## src/rtl/segStrobeLatchPkg.sv

```systemverilog
package segStrobeLatchPkg;

  parameter int DATA_W = 8;
  parameter int NIB_W = 4;
  parameter int SEG_W = 7;
  localparam int DIGITS = 5;

  typedef struct packed {
    logic loadSingle;
    logic loadPairA;
    logic loadPairB;
  } latchCmdT;

  function automatic logic [SEG_W-1:0] nibbleToSeg(input logic [NIB_W-1:0] nib);
    logic [SEG_W-1:0] seg;
    case (nib)
      4'h0: seg = 7'h3F;
      4'h1: seg = 7'h06;
      4'h2: seg = 7'h5B;
      4'h3: seg = 7'h4F;
      4'h4: seg = 7'h66;
      4'h5: seg = 7'h6D;
      4'h6: seg = 7'h7D;
      4'h7: seg = 7'h07;
      4'h8: seg = 7'h7F;
      4'h9: seg = 7'h6F;
      4'hA: seg = 7'h58;
      4'hB: seg = 7'h4C;
      4'hC: seg = 7'h62;
      4'hD: seg = 7'h69;
      4'hE: seg = 7'h78;
      default: seg = 7'h00;
    endcase
    return seg;
  endfunction

endpackage

```

## src/rtl/segLatchCtrl.sv

```systemverilog
module segLatchCtrl
  import segStrobeLatchPkg::*;
#(
  parameter int DW = DATA_W,
  parameter int SINGLE_BIT = 3,
  parameter int PAIR_A_BIT = 4,
  parameter int PAIR_B_BIT = 5
) (
  input  logic          clk,
  input  logic          rstN,
  input  logic          dataWe,
  input  logic          strobeWe,
  input  logic [DW-1:0] wrData,
  output logic [DW-1:0] dataQ,
  output latchCmdT      cmd
);

  logic [DW-1:0] strobeQ;
  logic [DW-1:0] fallBits;

  // data register: the value seen by a capture is the one held before this edge
  always_ff @(posedge clk or negedge rstN) begin
    if (!rstN) begin
      dataQ <= '0;
    end else if (dataWe) begin
      dataQ <= wrData;
    end
  end

  // previous strobe value, replaced on every strobe write
  always_ff @(posedge clk or negedge rstN) begin
    if (!rstN) begin
      strobeQ <= '0;
    end else if (strobeWe) begin
      strobeQ <= wrData;
    end
  end

  always_comb begin
    fallBits = strobeQ & ~wrData;
    cmd.loadSingle = strobeWe & fallBits[SINGLE_BIT];
    cmd.loadPairA  = strobeWe & fallBits[PAIR_A_BIT];
    cmd.loadPairB  = strobeWe & fallBits[PAIR_B_BIT];
  end

endmodule

```

## src/rtl/segLatchDatapath.sv

```systemverilog
module segLatchDatapath
  import segStrobeLatchPkg::*;
#(
  parameter int DW = DATA_W,
  parameter int NW = NIB_W
) (
  input  logic          clk,
  input  logic          rstN,
  input  latchCmdT      cmd,
  input  logic [DW-1:0] dataQ,
  output logic [NW-1:0] singleVal,
  output logic [DW-1:0] pairAVal,
  output logic [DW-1:0] pairBVal
);

  localparam logic [NW:0] SPAN = NW'(1) << NW;

  logic [NW:0]   singleDiff;
  logic [DW-1:0] invData;

  always_comb begin
    singleDiff = SPAN - {1'b0, dataQ[NW-1:0]};
    invData = ~dataQ;
  end

  always_ff @(posedge clk or negedge rstN) begin
    if (!rstN) begin
      singleVal <= '0;
    end else if (cmd.loadSingle) begin
      singleVal <= singleDiff[NW-1:0];
    end
  end

  always_ff @(posedge clk or negedge rstN) begin
    if (!rstN) begin
      pairAVal <= '0;
    end else if (cmd.loadPairA) begin
      pairAVal <= invData;
    end
  end

  always_ff @(posedge clk or negedge rstN) begin
    if (!rstN) begin
      pairBVal <= '0;
    end else if (cmd.loadPairB) begin
      pairBVal <= invData;
    end
  end

endmodule

```

## src/rtl/segNibbleDecoder.sv

```systemverilog
module segNibbleDecoder
  import segStrobeLatchPkg::*;
(
  input  logic [NIB_W-1:0] nib,
  output logic [SEG_W-1:0] seg
);

  always_comb begin
    seg = nibbleToSeg(nib);
  end

endmodule

```

## src/rtl/segStrobeLatch.sv

```systemverilog
module segStrobeLatch
  import segStrobeLatchPkg::*;
(
  input  logic             clk,
  input  logic             rstN,
  input  logic             dataWe,
  input  logic             strobeWe,
  input  logic [DATA_W-1:0] wrData,
  output logic [SEG_W-1:0] segSingle,
  output logic [SEG_W-1:0] segAHi,
  output logic [SEG_W-1:0] segALo,
  output logic [SEG_W-1:0] segBHi,
  output logic [SEG_W-1:0] segBLo
);

  latchCmdT          cmd;
  logic [DATA_W-1:0] dataQ;
  logic [NIB_W-1:0]  singleVal;
  logic [DATA_W-1:0] pairAVal;
  logic [DATA_W-1:0] pairBVal;
  logic [NIB_W-1:0]  digitNib [DIGITS];
  logic [SEG_W-1:0]  digitSeg [DIGITS];

  segLatchCtrl uCtrl (
    .clk(clk), .rstN(rstN), .dataWe(dataWe), .strobeWe(strobeWe),
    .wrData(wrData), .dataQ(dataQ), .cmd(cmd)
  );

  segLatchDatapath uPath (
    .clk(clk), .rstN(rstN), .cmd(cmd), .dataQ(dataQ),
    .singleVal(singleVal), .pairAVal(pairAVal), .pairBVal(pairBVal)
  );

  always_comb begin
    digitNib[0] = singleVal;
    digitNib[1] = pairAVal[DATA_W-1:NIB_W];
    digitNib[2] = pairAVal[NIB_W-1:0];
    digitNib[3] = pairBVal[DATA_W-1:NIB_W];
    digitNib[4] = pairBVal[NIB_W-1:0];
  end

  for (genvar d = 0; d < DIGITS; d++) begin : gDigit
    segNibbleDecoder uDec (.nib(digitNib[d]), .seg(digitSeg[d]));
  end

  assign segSingle = digitSeg[0];
  assign segAHi    = digitSeg[1];
  assign segALo    = digitSeg[2];
  assign segBHi    = digitSeg[3];
  assign segBLo    = digitSeg[4];

endmodule

```

## config.mk

```make
export PLATFORM = sky130hd
export DESIGN_NAME = segStrobeLatch
export DESIGN_NICKNAME = d
export VERILOG_FILES = /design/src/rtl/segStrobeLatchPkg.sv /design/src/rtl/segLatchCtrl.sv /design/src/rtl/segLatchDatapath.sv /design/src/rtl/segNibbleDecoder.sv /design/src/rtl/segStrobeLatch.sv
export SDC_FILE = /design/constraint.sdc
export NUM_CORES = 1
export LEC_CHECK = 0
export ABC_AREA = 0
export BUFFER_PORTS_ARGS = -buffer_cell sky130_fd_sc_hd__buf_2
export CAP_MARGIN = 0
export CORE_MARGIN = 3
export CORE_UTILIZATION = 30
export CTS_BUF_LIST = sky130_fd_sc_hd__clkbuf_4 sky130_fd_sc_hd__clkbuf_8
export CTS_CLUSTER_SIZE = 14
export DETAILED_ROUTE_END_ITERATION = 10
export GPL_TIMING_DRIVEN = 1
export SLEW_MARGIN = 40
export SYNTH_ARGS = -nofsm -noshare
export SYNTH_HDL_FRONTEND = slang
export SYNTH_SLANG_ARGS = --single-unit
```

## constraint.sdc

```tcl
create_clock -name clk -period 1.33 [get_ports clk]
set_input_delay 0.133 -clock clk [delete_from_list [all_inputs] [get_ports clk]]
set_output_delay 0.133 -clock clk [all_outputs]
set_load 0.02 [all_outputs]
```

==> results_dict.tcl <==
set metrics [dict create \
    grt_use_total_pct 12.93 \
    final_util_pct 52.88 \
    cts_buffers 5 \
    end_kind "primary output" \
    antenna_found_initial 0 \
    layout_commonest_cell "buf_4" \
    areaGrowthSynthToFinish_pct 68.73 \
    yosysWarnings 0 \
    hold_ws_ns 0.06160 \
    required_ns 1.20 \
    hpwl_microns 3525 \
    synth_cell_types 24 \
    finalNonFillerCells 414 \
    die-height_microns 90.94 \
    hold_path_depth 3 \
    grt.busiest_layer "met2" \
    dp_cells 396 \
    violations "negative setup slack" \
    yosys.area_share.simple_pct 9.827 \
    period_needed_ns 1.711 \
    reg2reg_from "uCtrl.dataQ[0]$_DFFE_PN0P_" \
    synthCells 230 \
    finalPower_mw 6.309 \
    drt_iter0_markers 94 \
    place_ws_ns -0.1366 \
    htree_levels 2 \
    cap_violations 0 \
    clk_root_buffer_cell "clkbuf_8" \
    tritoncts "done" \
    fin_tns_setup_ns -7.399 \
    setup_viol 35 \
    synth-compound-area-share_pct 14.74 \
    place_congestion 0.7953 \
    synth_top_area_cell "dfrtp_1" \
    clock-sinks 31 \
    grt_max_degree 32 \
    vias 1910 \
    post_dp_cell_area_sq_um 2778 \
    synthAdderAreaFrac_pct 17.92 \
    clk_pin_slew_worst_paths_ns 0.06 \
    powerDensity_nw_per_um2 1728 \
    worst_slew_pin_slew_ns 0.3985 \
    cts_buffer_depth 2 \
    syn_nets 273 \
    via_per_inst 4.614 \
    reg2reg_depth 3 \
    layout_common_cells "buf_4, buf_6, nand2_1, dfrtp_1, ha_4" \
    grt_pass1_vias 1910 \
    synthTopCellsByArea "dfrtp_1, ha_1, mux2_2" \
    fin_ws_ns -0.3805 \
    use_met1_pct 15.85 \
    insertion_delay_ns 0.28 \
    holdPathEnd "uCtrl.dataQ[1]$_DFFE_PN0P_" \
    syn_area_sq_um 2165 \
    slew_viol_final 0 \
    dieWidth_microns 90.94 \
    critical_path_class "flop to primary output" \
    r2r_end "uPath.singleVal[1]$_DFFE_PN0P_" \
    synth.top_cell.area_share_pct 35.84 \
    gr-usage-met2_pct 22.44 \
    fp-row-count 30 \
    synth_top_family_by_area "adder cells" \
    die-area_sq_um 8270 \
    io_pins 47 \
    io_buffers 46 \
    period_share_pct 128.6 \
    finalClockSkew_ns 0.005256 \
    grt_pass1_wl_microns 8825 \
    core_sq_um 6907 \
    ir_worst_vdd_mv 0.7236 \
    ys_ff_latch 31 \
    syn_area_per_cell_sq_um 9.411 \
    outcome "finished with violations" \
    rsz0062_at_grt "yes" \
    synth_xor_xnor_area_share_pct 0.8092 \
    synthMuxAreaShare_pct 13.93 \
    postRouteAntennaNets 0 \
    hold_start "wrData[1]" \
    drc 0 \
    ff2ff_setup_slack_ns 0.17 \
    p_leak_nw 1.598 \
    wl_microns 5548 \
    worstPathArrival_ns 1.58 \
    final_area_sq_um 3652 \
    wl_per_cell_microns 13.40 \
    hold_violations 0 \
    hold_path.class "primary input to flop" \
    cp_max_fo 4 \
    met3_usage_pct 2.734 \
    drive_gt1_share_pct 64.15 \
    clock.fmax_mhz 584.6 \
    n_antenna_cell 0 \
    first_pass_iters 4 \
    fin_nets 362 \
    slew_headroom_pct 73.43 \
    grt-ovfl-total 0 \
    yosysSeqAreaShare_pct 35.84 \
    start_util_pct 31.34 \
    critPathLaunchType "flop" \
]
==> cell type report <==
class / instances / area [sq um]
fill: 611 / 3254
clock buffer: 6 / 76.32
inverter: 22 / 90.09
multi-input combinational: 165 / 1759
sequential: 31 / 783.3
tap: 96 / 120.1
timing repair buffer: 94 / 823.3
==> Yosys cell counts <==
| master | instances |
|---|---|
| a211oi_1 | 1 |
| a21o_1 | 5 |
| a21oi_1 | 17 |
| a22oi_1 | 3 |
| a2bb2oi_1 | 3 |
| buf_2 | 6 |
| buf_6 | 2 |
| clkbuf_1 | 4 |
| dfrtp_1 | 31 |
| ha_1 | 31 |
| inv_1 | 22 |
| mux2_2 | 13 |
| mux2i_1 | 11 |
| mux4_2 | 2 |
| nand2_1 | 29 |
| nand2b_1 | 1 |
| nand3b_1 | 3 |
| nor2_1 | 11 |
| nor2b_1 | 1 |
| nor3_1 | 4 |
| nor3b_1 | 1 |
| o211ai_1 | 2 |
| o21ai_0 | 25 |
| xor2_1 | 2 |
==> routing by layer <==
| layer | wire length, microns | share of wire (%) |
|---|---|---|
| met1 | 2433 | 44 |
| met2 | 2844 | 51 |
| met3 | 195 | 3.5 |
| met4 | 74 | 1.3 |
| met5 | 0 | 0 |
==> state kept, by name (all words and copies together), names as in the netlist <==
signal / count
uPath.singleVal: 4
uCtrl.strobeQ: 3
uCtrl.dataQ: 8
uPath.pairBVal: 8
uPath.pairAVal: 8
==> cell families after synthesis <==
kind of cell | count (synthesis)
adders and majority gates | 31
buffers and inverters | 34
xor gates and xnor gates | 2
and+or+nand+nor | 50
AOI/OAI and AO/OA | 56
DFF | 31
muxes | 26
==> power breakdown <==
| group | internal [mW] | switching, mW | total (mW) |
|---|---|---|---|
| sequential | 1.13 | 0.284 | 1.41 |
| combinational | 2.15 | 2.07 | 4.21 |
| clock | 0.368 | 0.317 | 0.685 |
| total | 3.64 | 2.67 | 6.31 |
==> worst max-delay path by stage <==
stage,start,end,depth (start not counted)
after floorplan,uPath.singleVal[1]$_DFFE_PN0P_,segSingle[0],5
after global placement,uPath.singleVal[1]$_DFFE_PN0P_,segSingle[0],6
after detailed placement,uPath.singleVal[0]$_DFFE_PN0P_,segSingle[0],5
after CTS,uPath.pairBVal[1]$_DFFE_PN0P_,segBLo[0],5
after global routing,uPath.pairBVal[0]$_DFFE_PN0P_,segBLo[0],5
final,uPath.singleVal[0]$_DFFE_PN0P_,segSingle[0],4
==> worst max-delay path: stages, from the launching register on <==
cell and delay, ns:
dfrtp_2 0.45, ha_2 0.21, mux4_2 0.47, inv_2 0.07, buf_6 0.11
==> repair_timing <==
item                                   CTS  global route
setup endpoints to repair               35            35
gates resized for setup                141            47
buffers inserted                         6            10
endpoints found under the hold margin   31             0
pin swaps                               30            18
hold buffers                             1             0
(Power assumes the default switching activity.)
